--- src/rtl/gpio_pkg.sv ---
package gpio_pkg;

  // Register select encoding on the bus
  typedef enum logic {
    SEL_CTRL = 1'b0,
    SEL_DATA = 1'b1
  } reg_sel_e;

  // Two configuration bits per pin: drive at the even position, pull-up above it
  typedef struct packed {
    logic pull_up;
    logic drive;
  } pin_cfg_t;

endpackage

--- src/rtl/gpio_rst_sync.sv ---
module gpio_rst_sync #(
  parameter int STAGES = 2
) (
  input  logic clk,
  input  logic arst_n,
  output logic rst_n_o
);

  logic [STAGES-1:0] chain_q;
  logic [STAGES-1:0] chain_d;

  always_comb begin
    chain_d = {chain_q[STAGES-2:0], 1'b1};
  end

  always_ff @(posedge clk or negedge arst_n) begin
    if (!arst_n) chain_q <= '0;
    else         chain_q <= chain_d;
  end

  assign rst_n_o = chain_q[STAGES-1];

endmodule

--- src/rtl/gpio_in_sync.sv ---
module gpio_in_sync #(
  parameter int WIDTH  = 16,
  parameter int STAGES = 2
) (
  input  logic             clk,
  input  logic             rst_n,
  input  logic             en,
  input  logic [WIDTH-1:0] d,
  output logic [WIDTH-1:0] q
);

  logic [STAGES-1:0][WIDTH-1:0] stage_q;
  logic [STAGES-1:0][WIDTH-1:0] stage_d;

  always_comb begin
    stage_d = {stage_q[STAGES-2:0], d};
  end

  always_ff @(posedge clk or negedge rst_n) begin
    if (!rst_n)  stage_q <= '0;
    else if (en) stage_q <= stage_d;
  end

  assign q = stage_q[STAGES-1];

endmodule

--- src/rtl/gpio_regs.sv ---
module gpio_regs
  import gpio_pkg::*;
#(
  parameter int NUM_PINS = 16
) (
  input  logic                       clk,
  input  logic                       rst_n,
  input  logic                       wr_ctrl,
  input  logic                       wr_data,
  input  logic [2*NUM_PINS-1:0]      ctrl_wdata,
  input  logic [NUM_PINS-1:0]        data_wdata,
  output pin_cfg_t [NUM_PINS-1:0]    cfg_q,
  output logic [NUM_PINS-1:0]        dat_q
);

  pin_cfg_t [NUM_PINS-1:0] cfg_d;
  logic [NUM_PINS-1:0]     dat_d;

  // Next-state logic
  always_comb begin
    cfg_d = cfg_q;
    if (wr_ctrl) cfg_d = ctrl_wdata;
  end

  always_comb begin
    dat_d = dat_q;
    if (wr_data) dat_d = data_wdata;
  end

  // Configuration: cleared only by power-on reset
  always_ff @(posedge clk or negedge rst_n) begin
    if (!rst_n) cfg_q <= '0;
    else        cfg_q <= cfg_d;
  end

  // Data latch: no reset of any kind, holds until written
  always_ff @(posedge clk) begin
    if (wr_data) dat_q <= dat_d;
  end

endmodule

--- src/rtl/gpio_bank.sv ---
module gpio_bank
  import gpio_pkg::*;
#(
  parameter int NUM_PINS    = 16,
  parameter int BUS_W       = 32,
  parameter int SYNC_STAGES = 2,
  parameter int RST_STAGES  = 2
) (
  input  logic                clk,
  input  logic                por_n,
  input  logic                mrst_n,
  input  logic                standby,
  input  logic                sel,
  input  logic                wr_en,
  input  logic [BUS_W-1:0]    wdata,
  output logic [BUS_W-1:0]    rdata,
  input  logic [NUM_PINS-1:0] pin_in,
  output logic [NUM_PINS-1:0] pin_oe,
  output logic [NUM_PINS-1:0] pin_out,
  output logic [NUM_PINS-1:0] pin_pu
);

  localparam int CTRL_W = 2 * NUM_PINS;

  logic                    por_ok;
  logic                    mrst_ok;
  logic                    mrst_arst_n;
  logic                    wr_allow;
  logic                    wr_ctrl;
  logic                    wr_data;
  logic                    sync_en;
  reg_sel_e                sel_e;
  pin_cfg_t [NUM_PINS-1:0] cfg_q;
  logic [CTRL_W-1:0]       cfg_bits;
  logic [NUM_PINS-1:0]     dat_q;
  logic [NUM_PINS-1:0]     pin_sync;
  logic [NUM_PINS-1:0]     rd_view;

  // Reset domains: power-on alone, and manual reset (which power-on also covers)
  assign mrst_arst_n = por_n & mrst_n;

  gpio_rst_sync #(.STAGES(RST_STAGES)) u_por_sync (
    .clk     (clk),
    .arst_n  (por_n),
    .rst_n_o (por_ok)
  );

  gpio_rst_sync #(.STAGES(RST_STAGES)) u_mrst_sync (
    .clk     (clk),
    .arst_n  (mrst_arst_n),
    .rst_n_o (mrst_ok)
  );

  // Write gating
  assign sel_e    = reg_sel_e'(sel);
  assign wr_allow = wr_en & ~standby & por_ok & mrst_ok;
  assign wr_ctrl  = wr_allow & (sel_e == SEL_CTRL);
  assign wr_data  = wr_allow & (sel_e == SEL_DATA);

  gpio_regs #(.NUM_PINS(NUM_PINS)) u_regs (
    .clk        (clk),
    .rst_n      (por_ok),
    .wr_ctrl    (wr_ctrl),
    .wr_data    (wr_data),
    .ctrl_wdata (wdata[CTRL_W-1:0]),
    .data_wdata (wdata[NUM_PINS-1:0]),
    .cfg_q      (cfg_q),
    .dat_q      (dat_q)
  );

  // Pad input sampling, frozen in standby
  assign sync_en = ~standby;

  gpio_in_sync #(.WIDTH(NUM_PINS), .STAGES(SYNC_STAGES)) u_in_sync (
    .clk   (clk),
    .rst_n (mrst_ok),
    .en    (sync_en),
    .d     (pin_in),
    .q     (pin_sync)
  );

  // Per-pin fan-out and read view
  for (genvar n = 0; n < NUM_PINS; n++) begin : g_pin
    assign pin_oe[n]  = cfg_q[n].drive;
    assign pin_pu[n]  = cfg_q[n].pull_up;
    assign pin_out[n] = cfg_q[n].drive & dat_q[n];
    assign rd_view[n] = cfg_q[n].drive ? dat_q[n] : pin_sync[n];
  end

  assign cfg_bits = cfg_q;

  always_comb begin
    rdata = '0;
    unique case (sel_e)
      SEL_CTRL: rdata = BUS_W'(cfg_bits);
      SEL_DATA: rdata = BUS_W'(rd_view);
      default:  rdata = '0;
    endcase
  end

endmodule

--- config.mk ---
export PLATFORM = sky130hd
export DESIGN_NAME = gpio_bank
export DESIGN_NICKNAME = d
export VERILOG_FILES = /design/src/rtl/gpio_pkg.sv /design/src/rtl/gpio_rst_sync.sv /design/src/rtl/gpio_in_sync.sv /design/src/rtl/gpio_regs.sv /design/src/rtl/gpio_bank.sv
export SDC_FILE = /design/constraint.sdc
export NUM_CORES = 1
export LEC_CHECK = 0
export ABC_AREA = 1
export BUFFER_PORTS_ARGS = -buffer_cell sky130_fd_sc_hd__buf_2
export CORE_ASPECT_RATIO = 2
export CORE_MARGIN = 8
export CORE_UTILIZATION = 45
export DETAILED_ROUTE_END_ITERATION = 10
export GPL_ROUTABILITY_DRIVEN = 0
export PLACE_DENSITY = 0.73
export SLEW_MARGIN = 30
export SYNTH_ARGS = -nofsm -noshare
export SYNTH_HDL_FRONTEND = slang
export SYNTH_SLANG_ARGS = --single-unit
--- constraint.sdc ---
create_clock -name clk -period 1.35 [get_ports clk]
set_clock_uncertainty 0.15 [all_clocks]
set_input_delay 0.2025 -clock clk [delete_from_list [all_inputs] [get_ports clk]]
set_output_delay 0.2025 -clock clk [all_outputs]
set_load 0.05 [all_outputs]
==> Yosys cells after proc, flatten, opt, wreduce, memory -nomap -nowiden <==
Cells that the tools add are included.
{ "word_totals": {"reg_bits": 84, "out_inout_bits": 80, "input_bits": 54, "word_cells": 78} }
{ "op_classes": {"bitwise_logic": 24, "mux": 17} }
{ "op_table": {"columns": ["cell", "count"], "rows": [
  ["$pmux W32 S2", 1],
  ["$and A1 B1 Y1", 22],
  ["$mux W1", 16],
  ["$not A1 Y1", 2]
]} }

==> Depth between registers and ports, before layout <==
Gate-level depths: netlist of run 1.
{ "depth": {"word_depth": 5, "depth_mapped": 6, "depth_no_buf": 5} }

==> Modules after synthesis <==
From an unflattened synthesis of run 1, not the netlist that was laid out.
{ "unflattened": {"cells_unflattened": 456, "area_unflattened_um2": 3867.5} }
{ "modules_own_cells": {"columns": ["mod", "seq_area_each_um2", "area_each_um2", "cells_per_inst", "n_inst"], "rows": [
  ["gpio_regs", 1281.2, 1773.0, 152, 1],
  ["gpio_in_sync", 800.8, 1295.0, 136, 1],
  ["gpio_bank", 0.0, 691.9, 162, 1],
  ["gpio_rst_sync", 50.0, 53.8, 3, 2]
]} }

==> Worst setup path before layout of run 1 <==
OpenSTA, ideal clock, no wires.
{ "synth_path": {"path_type": "reg-to-reg", "startpoint": "register u_mrst_sync.chain_q[1]", "endpoint": "register u_regs.dat_q[0] (enable)", "required_time_ps": 791, "t_arrival_ps": 2459, "path_buffers": 0, "path_stages_with_launch": 3, "setup_slack_ps": -1668, "synth_period_minus_slack_ps": 3018, "setup_ps": 409, "path_cell_list": "dfrtp_1 -> nand2_1 -> nor3_1"} }
{ "synth_between": {"elab_chain_cells": 2} }
{ "synth_rtl": {"columns": ["element", "line_no", "source"], "rows": [
  ["from (decl)", "gpio_rst_sync.sv:9", "logic [STAGES-1:0] chain_q;"],
  ["from (signal assigned)", "gpio_rst_sync.sv:18", "else chain_q <= chain_d;"],
  ["$and A1 B1 Y1", "gpio_bank.sv:56", "assign wr_allow = wr_en & ~standby & por_ok & mrst_ok;"],
  ["$and A1 B1 Y1", "gpio_bank.sv:58", "assign wr_data = wr_allow & (sel_e == SEL_DATA);"],
  ["via u_regs.wr_data", "gpio_regs.sv:9", "input logic wr_data,"],
  ["to (signal assigned)", "gpio_regs.sv:38", "if (wr_data) dat_q <= dat_d;"],
  ["to (decl)", "gpio_regs.sv:13", "output logic [NUM_PINS-1:0] dat_q"]
]} }
The timed path passes the listed nets, and every way through them passes these cells.
A chain may end at the register's enable or synchronous reset.

==> Final worst setup path of run 1 <==
{ "layout_path": {"startpoint": "register u_regs.dat_q[7]", "endpoint": "output port rdata[7]"} }
{ "layout_between": {"elab_chain_cells": 2} }
{ "layout_rtl": {"columns": ["element", "line_no", "source"], "rows": [
  ["$mux W1", "gpio_bank.sv:87", "assign rd_view[n] = cfg_q[n].drive ? dat_q[n] : pin_sync[n];"],
  ["$pmux W32 S2", "gpio_bank.sv:94", "unique case (sel_e)"],
  ["to (decl)", "gpio_bank.sv:16", "output logic [BUS_W-1:0] rdata,"]
]} }
No other way between the ends.

==> results of run 1 <==
## timing repair
item	in CTS	in global routing
gates resized for setup	194	59
endpoints found under the setup margin	63	95
buffers inserted	3	10
pin swaps	26	13
hold endpoints to repair	66	0
hold buffers	50	0
cloned	0	4
## layout make-up
cell class	count	area [µm²]
tap	96	120.1
clock inverter	3	15.01
clock buffer	12	246.5
sequential	84	2223
fill	360	1191
inverter	54	221.5
antenna	2	5.005
multi-input combinational	263	1553
timing repair buffer	237	2310
## final timing paths
check	startpoint	to	slack, ns	cells past startpoint
max in group asynchronous	u_por_sync.chain_q[1]	u_regs.cfg_q[29]	0.44	1
hold reg to reg	u_por_sync.chain_q[0]	u_por_sync.chain_q[1]	0.20	0
hold / removal	por_n	u_por_sync.chain_q[0]	0.04	2
setup reg to reg	u_por_sync.chain_q[1]	u_regs.cfg_q[30]	-0.02	6
setup / recovery	u_regs.dat_q[7]	rdata[7]	-0.40	5
min in group clk	u_por_sync.chain_q[0]	u_por_sync.chain_q[1]	0.20	0
## cells in the mapped netlist
cell type	number
nor2_1	24
buf_4	4
inv_1	52
nand3_4	1
nand2_1	159
a31oi_1	8
buf_6	3
o21ai_0	34
clkbuf_2	1
nand3_1	32
nor3_1	1
edfxtp_1	16
buf_2	12
conb_1	1
nor2_2	1
dfrtp_1	68
clkbuf_1	2
inv_2	2
nor2_4	1
## where the power goes
group | switching, mW | internal, mW | total (mW)
combinational | 2.61 | 1.57 | 4.19
sequential | 0.374 | 2.93 | 3.30
clock | 0.970 | 1.28 | 2.25
total | 3.96 | 5.78 | 9.73
## metrics by stage
| step | hold slack, ns | setup slack [ns] |
|---|---|---|
| after detailed placement | -0.1495 | -0.1177 |
| after floorplan | -0.2431 | -0.3691 |
| after global routing | 0.03939 | -0.4185 |
| final | 0.03887 | -0.3984 |
| after CTS | 0.03744 | -0.2306 |
| after global placement | -0.1500 | -0.09973 |
## flip-flops by register name, summed over array words and instances (netlist names)
signal               count
u_regs.cfg_q            32
u_por_sync.chain_q       2
u_mrst_sync.chain_q      2
u_in_sync.q             16
u_regs.dat_q            16
u_in_sync.stage_d       16
## placed cells by master, fill, tap and decap left out, drive strengths merged
cell type | synthesis | routed
conb | 1 | 2
nand3 | 33 | 33
clkbuf | 3 | 25
buf | 19 | 174
inv | 54 | 51
clkinvlp | 0 | 3
diode | 0 | 2
dlygate4sd3 | 0 | 50
a31oi | 8 | 8
clkinv | 0 | 3
nor3 | 1 | 1
edfxtp | 16 | 16
dfrtp | 68 | 68
o21ai | 34 | 34
nand2 | 159 | 159
nor2 | 26 | 26
## routing by layer
layer  up-vias  track usage [%]  routed length [µm]  part of all wire [%]
met5         -                0                   0                     0
met4         0            16.91                1193                   7.4
met3        91            5.542                 909                   5.7
met2       246            41.80                8663                    54
met1      1991            24.24                5303                    33
li1       1760                -                   -                     -
## logic make-up (layout without fill, tap and decap cells)
kind of cell    count (synthesis)  in the layout  share of synthesized area, %
simple gates                  219            219                         24.42
buf+inv                        76            306                         9.335
other cells                     1              4                        0.1032
flops                          84             84                         60.08
compound gates                 42             42                         6.063
## worst reg2reg max path, stage by stage (launching register included)
cell and delay (ns):
dfrtp_4 0.49, nand2_4 0.12, inv_2 0.06, nand3_4 0.14, clkbuf_16 0.19, nand2_1 0.07
nand2_1 0.09
==> results.sh, run 1 <==
export IMPL_status="complete, but fails checks"
export IMPL_violations="negative setup slack"
export IMPL_synthCells=422
export IMPL_setup_viol=62
export IMPL_slew_viol_final=0
export IMPL_critical_path_top_delay_family="flip-flops"
export IMPL_cts_sinks=84
export IMPL_hold_viol=0
export IMPL_critPathSlowestCell="edfxtp_1"
export IMPL_dieArea_um2=11380
export IMPL_nNetsFinal=703
export IMPL_leakage_nw=3.278
export IMPL_clock_path_buffers=2
export IMPL_num_vias=4088
export IMPL_dpl_hpwl_um=8072
export IMPL_yosys_warnings=0
export IMPL_cap_violations=0
export IMPL_grt_overflow=0
export IMPL_insertion_delay_ns=0.34
export IMPL_irDropWorstVdd_mv=0.9150
export IMPL_layout_setup_ws_ns=-0.3984
export IMPL_slowest_delay_ns=0.47
export IMPL_cp_max_fo=2
export IMPL_root_buffer="clkbuf_16"
export IMPL_syn_area_per_cell_um2=8.607
export IMPL_die_w_um=79.53
export IMPL_vias_per_cell=5.443
export IMPL_drive_gt1_share_pct=51.00
export IMPL_final_instance_count_excl_fill=751
export IMPL_fin_util_pct=84.89
export IMPL_synth_top_cell_area_share_pct=46.85
export IMPL_antenna_left=0
export IMPL_grt_pass1_vias=3902
export IMPL_row_count=46
export IMPL_cts_tree="yes"
export IMPL_clk_pin_slew_worst_paths_ns=0.07
export IMPL_dp_cells=669
export IMPL_fin_area_um2=6694
export IMPL_worstSetupStartpointType="flop"
export IMPL_ys_seq_area_share_pct=60.08
export IMPL_power_density_nw_per_um2=1454
export IMPL_synthToLayoutAreaGrowth_pct=84.29
export IMPL_min_path_type="input port to asynchronous set/reset pin"
export IMPL_p_total_mw=9.735
export IMPL_period_minus_slack_ns=1.748
export IMPL_wl_per_cell_um=21.40
export IMPL_wl_um=16070
export IMPL_netlist_area_um2=3632
export IMPL_yosysTopAreaCell="dfrtp_1"
export IMPL_worstPathCellList="nand2_2 > o21ai_1 > nand2_1 > nand2_2 > buf_8"
export IMPL_cp_common_cell="nand2_2"
export IMPL_initial_core_util_pct=46.06
export IMPL_critPathRequiredTime_ns=1.00
export IMPL_period_share_pct=129.5
export IMPL_arrival_ns=1.40
export IMPL_cts_htree_levels=3
export IMPL_drt_pass1_iterations=5
export IMPL_grt_pass1_wl_um=20800
export IMPL_antenna_found_initial=1
export IMPL_setup_tns_final_ns=-9.294
export IMPL_die_y_um=143.1
export IMPL_port_buffers=133
export IMPL_ioPinCount=134
export IMPL_crit_type="flop to output pin"
export IMPL_drt_iter0_drc=458
export IMPL_yosysUniqueCellTypes=19
export IMPL_drcViolationCount=0
export IMPL_core_um2=7885
export IMPL_numCtsBuffers=9
export IMPL_track_usage_pct=24.06
export IMPL_ys_ff_latch=84
export IMPL_max_clock_freq_mhz=572.0
export IMPL_path_buf_inv=1
export IMPL_dpl_cell_area_um2=5034
export IMPL_grt_max_degree=38
export IMPL_rsz0062_at_grt="yes"
export IMPL_synthTopCellsByArea="dfrtp_1 (47%), nand2_1 (16%), edfxtp_1 (13%)"
export IMPL_crit_path_end_kind="output pin"
No activity file was read; power rests on OpenSTA's default activity.
==> run 2, diff against run 1 <==
--- a/config.mk
+++ b/config.mk
@@ -7,13 +7,15 @@
 export LEC_CHECK = 0
 export ABC_AREA = 1
 export BUFFER_PORTS_ARGS = -buffer_cell sky130_fd_sc_hd__buf_2
+export CAP_MARGIN = 25
 export CORE_ASPECT_RATIO = 2
-export CORE_MARGIN = 8
+export CORE_MARGIN = 3
 export CORE_UTILIZATION = 45
 export DETAILED_ROUTE_END_ITERATION = 10
 export GPL_ROUTABILITY_DRIVEN = 0
-export PLACE_DENSITY = 0.73
+export PLACE_DENSITY = 0.72
 export SLEW_MARGIN = 30
 export SYNTH_ARGS = -nofsm -noshare
 export SYNTH_HDL_FRONTEND = slang
+export SYNTH_HIERARCHICAL = 1
 export SYNTH_SLANG_ARGS = --single-unit
==> results.sh, run 2 <==
export IMPL_status="complete, but fails checks"
export IMPL_violations="negative setup slack"
export IMPL_fin_util_pct=84.99
export IMPL_vias_per_cell=5.444
export IMPL_p_clk_share_pct=25.7
export IMPL_yosysMostFrequentCell="nand2_1"
export IMPL_synth_top_cell_area_share_pct=44.00
export IMPL_fin_area_um2=7097
export IMPL_drt_pass1_iterations=7
export IMPL_dieArea_um2=9810
export IMPL_clock_path_buffers=2
export IMPL_regArea_um2=2223
export IMPL_setup_viol=113
export IMPL_critPathRequiredTime_ns=1.00
export IMPL_antenna_left=0
export IMPL_layout_setup_ws_ns=-0.3588
export IMPL_top_register="u_regs/cfg_q"
export IMPL_cp_max_fo=3
export IMPL_drcViolationCount=0
export IMPL_postSynth_asyncResetShare_pct=80.95
export IMPL_ys_ff_latch=84
export IMPL_endpoint="rdata[12]"
export IMPL_antenna_found_initial=0
export IMPL_n_antenna_cell=0
export IMPL_r2r_start="u_por_sync/chain_q[1]"
export IMPL_grt_max_degree=34
export IMPL_min_path_type="input port to asynchronous set/reset pin"
export IMPL_dpl_hpwl_um=7221
export IMPL_dp_cells=697
export IMPL_leakage_nw=3.592
export IMPL_ys_seq_area_share_pct=56.42
export IMPL_crit_path_end_kind="output pin"
export IMPL_grt_overflow=0
export IMPL_netlist_area_um2=3867
export IMPL_final_common_cell="nand2_1"
export IMPL_switching_share_pct=39.12
export IMPL_cts_htree_levels=3
export IMPL_p_total_mw=10.73
export IMPL_initial_core_util_pct=46.31
export IMPL_startpoint="u_regs/cfg_q[24]"
export IMPL_cap_violations=0
export IMPL_synthTopCellsByArea="dfrtp_1 (44%), nand2_1 (25%), edfxtp_1 (12%)"
export IMPL_holdWs_ns=0.05146
export IMPL_max_clock_freq_mhz=585.2
export IMPL_yosys_warnings=6
export IMPL_irDropWorstVdd_mv=0.9666
export IMPL_r2r_end="u_regs/cfg_q[21]"
export IMPL_dp_slack_ns=-0.07321
export IMPL_switchingPower_mw=4.199
export IMPL_insertion_delay_ns=0.34
export IMPL_ioPinCount=134
export IMPL_final_cell_mix="nand2_1 (164), nand2_2 (96), buf_6 (58)"
export IMPL_p_seq_share_pct=31.1
export IMPL_root_buffer="clkbuf_16"
export IMPL_syn_num_nets=510
export IMPL_setup_tns_final_ns=-16.69
export IMPL_die_y_um=137.1
export IMPL_nFillCells=330
export IMPL_synth_edf_count=16
export IMPL_synthFlopType="dfrtp_1"
export IMPL_hold_viol=0
export IMPL_multiInputGateArea_um2=1733
export IMPL_cts_sinks=84
export IMPL_crit_type="flop to output pin"
export IMPL_core_um2=8351
export IMPL_num_vias=4361
export IMPL_track_usage_pct=27.00
export IMPL_synth_common_cells="nand2_1 (256), dfrtp_1 (68), inv_1 (41), nand2_2 (30), nor2_1 (18)"
export IMPL_largest_reg_flops=32
export IMPL_period_minus_slack_ns=1.709
export IMPL_arrival_ns=1.36
export IMPL_grt_pass1_wl_um=19990
export IMPL_nNetsFinal=752
export IMPL_reg2reg_slack_ns=-0.26
export IMPL_syn_area_per_cell_um2=8.481
export IMPL_cts_tree="yes"
export IMPL_p_comb_share_pct=43.2
export IMPL_wl_per_cell_um=21.58
export IMPL_numCtsBuffers=9
export IMPL_synthCells=456
export IMPL_drt_iter0_drc=325
export IMPL_synthToLayoutAreaGrowth_pct=83.50
export IMPL_drive_gt1_share_pct=60.60
export IMPL_slew_viol_final=0
export IMPL_worstSetupStartpointType="flop"
export IMPL_port_buffers=133
export IMPL_wl_um=17280
export IMPL_row_count=47
export IMPL_rr_worst_depth=7
export IMPL_final_instance_count_excl_fill=801
export IMPL_grt_pass1_vias=4035
export IMPL_period_share_pct=126.6
export IMPL_rsz0062_at_grt="yes"
export IMPL_power_density_nw_per_um2=1512
export IMPL_die_w_um=71.55
export IMPL_yosysUniqueCellTypes=15
export IMPL_dpl_cell_area_um2=4912
export IMPL_yosysTopAreaCell="dfrtp_1"
export IMPL_clk_pin_slew_worst_paths_ns=0.06
export IMPL_intPower_mw=6.534
[run 2: logic make-up after synthesis]
logic type	after synthesis	share of synthesized area (%)
AO/OA/AOI/OAI	1	0.1293
buffers and inverters	63	11.36
flip-flops	84	56.42
other	2	0.1942
AND/OR/NAND/NOR	306	31.90
[run 2: power by group through the flow]
stage / Sequential [mW] / Clock (mW) / Combinational [mW]
2_1_floorplan: 3.92 / 0 / 1.48
3_3_place_gp: 3.21 / 0 / 2.89
3_5_place_dp: 3.23 / 0 / 2.93
4_1_cts: 3.22 / 2.75 / 3.86
5_1_grt: 3.35 / 2.88 / 4.78
6_report: 3.34 / 2.76 / 4.64
[run 2: worst min-delay path by stage]
stage,start,end,slack (ns),cells past startpoint
after global placement,por_n,u_por_sync/chain_q[0],-0.14,1
after global routing,por_n,u_por_sync/chain_q[1],0.07,2
after floorplan,por_n,u_por_sync/chain_q[0],-0.24,0
after detailed placement,por_n,u_por_sync/chain_q[0],-0.13,1
final,por_n,u_por_sync/chain_q[1],0.05,2
after CTS,por_n,u_por_sync/chain_q[1],0.04,2
[run 2: critical path: stages, from the launching register on]
cell and delay (ns):
dfrtp_2 0.45, inv_2 0.09, nand2_1 0.08, nand2_1 0.10
nand2_2 0.08, nand2_4 0.07, buf_8 0.14
[run 2: final cells by class]
| cell class | count | area share [%] |
|---|---|---|
| Clock buffer | 12 | 3.755 |
| Clock inverter | 4 | 0.9873 |
| Inverter | 44 | 2.768 |
| Multi-Input combinational cell | 309 | 24.42 |
| Sequential cell | 84 | 31.33 |
| Tap cell | 98 | 1.728 |
| Timing Repair Buffer | 247 | 34.34 |
| Timing Repair inverter | 3 | 0.6700 |
[run 2: repair_timing]
item                                    CTS  global route
buffers inserted                         16            20
endpoints found under the setup margin  116           121
hold buffers                             50             0
endpoints found under the hold margin    68             0
cloned                                    1             3
pin swaps                                 8            33
gates resized for setup                 226           133
[run 2: layer usage]
metal	part of all wire (%)	vias up	global-route usage [%]
li1	-	1825	-
met2	53	326	49.03
met1	31	2076	27.58
met4	8.4	0	15.38
met3	7.2	134	6.250
met5	0	-	0
==> run 3, diff against run 2 <==
--- a/config.mk
+++ b/config.mk
@@ -5,7 +5,6 @@
 export SDC_FILE = /design/constraint.sdc
 export NUM_CORES = 1
 export LEC_CHECK = 0
-export ABC_AREA = 1
 export BUFFER_PORTS_ARGS = -buffer_cell sky130_fd_sc_hd__buf_2
 export CAP_MARGIN = 25
 export CORE_ASPECT_RATIO = 2
==> results.sh, run 3 <==
export IMPL_drive_gt1_share_pct=76.34
export IMPL_drt_pass1_iterations=4
export IMPL_switching_share_pct=38.33
export IMPL_cp_max_fo=5
export IMPL_rr_worst_depth=5
export IMPL_port_buffers=133
export IMPL_yosys_warnings=6
export IMPL_ys_seq_area_share_pct=56.97
export IMPL_num_vias=3095
export IMPL_violations="negative setup slack"
export IMPL_antenna_found_initial=0
export IMPL_nNetsFinal=552
export IMPL_root_buffer="clkbuf_16"
export IMPL_grt_overflow=0
export IMPL_synthTopCellsByArea="dfrtp_1 (44%), mux2_4 (24%), edfxtp_1 (13%)"
export IMPL_slew_viol_final=0
export IMPL_die_y_um=136.5
export IMPL_status="complete, but fails checks"
export IMPL_drcViolationCount=0
export IMPL_top_register="u_regs/cfg_q"
export IMPL_critPathRequiredTime_ns=1.00
export IMPL_track_usage_pct=25.73
export IMPL_rsz0062_at_grt="yes"
export IMPL_synth_edf_count=16
export IMPL_synthFlopType="dfrtp_1"
export IMPL_postSynth_asyncResetShare_pct=80.95
export IMPL_n_antenna_cell=0
export IMPL_final_common_cell="mux2_4"
export IMPL_row_count=47
export IMPL_grt_max_degree=33
export IMPL_arrival_ns=1.35
export IMPL_dpl_cell_area_um2=5194
export IMPL_antenna_left=0
export IMPL_p_total_mw=10.69
export IMPL_power_density_nw_per_um2=1521
export IMPL_yosysMostFrequentCell="dfrtp_1"
export IMPL_synthToLayoutAreaGrowth_pct=83.57
export IMPL_numCtsBuffers=9
export IMPL_critPathSlowestCell="dfrtp_2"
export IMPL_dieArea_um2=9721
export IMPL_max_clock_freq_mhz=587.3
export IMPL_insertion_delay_ns=0.34
export IMPL_yosysUniqueCellTypes=19
export IMPL_irDropWorstVdd_mv=0.9315
export IMPL_cts_htree_levels=3
export IMPL_switchingPower_mw=4.098
export IMPL_holdWs_ns=0.04256
export IMPL_grt_pass1_wl_um=18500
export IMPL_vias_per_cell=5.150
export IMPL_p_clk_share_pct=21.1
export IMPL_die_w_um=71.24
export IMPL_drt_iter0_drc=116
export IMPL_synthCells=248
export IMPL_clock_path_buffers=2
export IMPL_synth_common_cells="dfrtp_1 (68), mux2_4 (60), and2_1 (17)"
export IMPL_largest_reg_flops=32
export IMPL_final_cell_mix="mux2_4 (62), buf_6 (58), buf_2 (54)"
export IMPL_grt_pass1_vias=3279
export IMPL_yosysTopAreaCell="dfrtp_1"
export IMPL_crit_type="flop to output pin"
export IMPL_clk_pin_slew_worst_paths_ns=0.07
export IMPL_crit_path_end_kind="output pin"
export IMPL_wl_per_cell_um=22.91
export IMPL_fin_area_um2=7030
export IMPL_synth_top_cell_area_share_pct=44.43
export IMPL_hold_viol=0
export IMPL_layout_setup_ws_ns=-0.3527
export IMPL_syn_num_nets=302
export IMPL_p_comb_share_pct=47.0
export IMPL_netlist_area_um2=3830
export IMPL_syn_area_per_cell_um2=15.44
export IMPL_cts_sinks=84
export IMPL_worstSetupStartpointType="flop"
export IMPL_cap_violations=0
export IMPL_slowest_delay_ns=0.45
export IMPL_period_share_pct=126.1
export IMPL_leakage_nw=3.203
export IMPL_intPower_mw=6.594
export IMPL_core_um2=8292
export IMPL_ioPinCount=134
export IMPL_wl_um=13770
export IMPL_cts_tree="yes"
export IMPL_period_minus_slack_ns=1.703
export IMPL_min_path_type="input port to asynchronous set/reset pin"
export IMPL_ys_ff_latch=84
export IMPL_dpl_hpwl_um=7053
export IMPL_p_seq_share_pct=32.0
export IMPL_initial_core_util_pct=46.19
export IMPL_worstPathCellList="mux2i_2 > a21oi_4 > buf_6"
export IMPL_setup_viol=110
[run 3: power groups by stage]
stage	sequential [mW]	combinational, mW	clock (mW)
floorplan	4.12	1.88	0
finish	3.42	5.02	2.25
global route	3.44	5.15	2.39
CTS	3.35	4.60	2.21
global placement	3.32	3.51	0
detailed placement	3.34	3.57	0
[run 3: layer usage]
layer | track usage [%] | wire (µm) | vias up
met5 | 0 | 0 | -
met4 | 11.19 | 431 | 0
met3 | 5.181 | 518 | 26
li1 | - | - | 1355
met2 | 46.41 | 7838 | 126
met1 | 28.62 | 4977 | 1588
[run 3: critical path: cells and delay by family, from the launching register on]
family / cells / cell delay [ns]
AO/OA/AOI/OAI: 1 / 0.09
buffers and inverters: 1 / 0.16
flip-flops: 1 / 0.45
multiplexers: 1 / 0.31
[run 3: repair_timing]
item | in CTS | in global routing
buffers inserted | 18 | 16
gates resized for setup | 213 | 33
hold buffers | 50 | 0
pin swaps | 2 | 5
endpoints found under the setup margin | 113 | 126
endpoints found under the hold margin | 68 | 0
gates cloned | 2 | 0
[run 3: path summary, 6_finish.rpt]
| check | from | slack [ns] | to |
|---|---|---|---|
| min in group clk | u_por_sync/chain_q[0] | 0.19 | u_por_sync/chain_q[1] |
| setup / recovery | u_regs/cfg_q[14] | -0.35 | rdata[7] |
| hold reg to reg | u_por_sync/chain_q[0] | 0.19 | u_por_sync/chain_q[1] |
| hold / removal | por_n | 0.04 | u_por_sync/chain_q[1] |
| setup reg to reg | u_por_sync/chain_q[1] | -0.24 | u_regs/cfg_q[20] |
| max in group asynchronous | u_por_sync/chain_q[1] | 0.32 | u_regs/cfg_q[27] |
[run 3: final cells by class]
| cell class | instances | area (µm²) |
|---|---|---|
| clock inverter | 5 | 28.78 |
| clock buffer | 11 | 232.7 |
| tap | 98 | 122.6 |
| fill | 355 | 1261 |
| multi-input combinational | 149 | 1932 |
| timing repair buffer | 252 | 2477 |
| sequential | 84 | 2230 |
| inverter | 2 | 7.507 |
[run 3: logic make-up (layout without fill, tap and decap cells)]
family	Yosys count	after routing	share of synthesized area, %
muxes	79	79	28.62
other	2	2	0.1961
DFF	84	84	56.97
buffers and inverters	15	270	4.639
AOI/OAI and AO/OA	17	17	2.254
and+or+nand+nor	51	51	7.318
[run 3: stage by stage]
step	setup WS, ns	utilization (%)	cells	setup TNS [ns]
5_1_grt	-0.3940	84.79	601	-23.35
3_3_place_gp	-0.1727	62.64	500	-8.635
3_5_place_dp	-0.2012	62.64	500	-9.802
6_report	-0.3527	84.79	601	-20.26
4_1_cts	-0.2945	82.41	586	-17.25
2_1_floorplan	-0.4816	-	248	-24.26
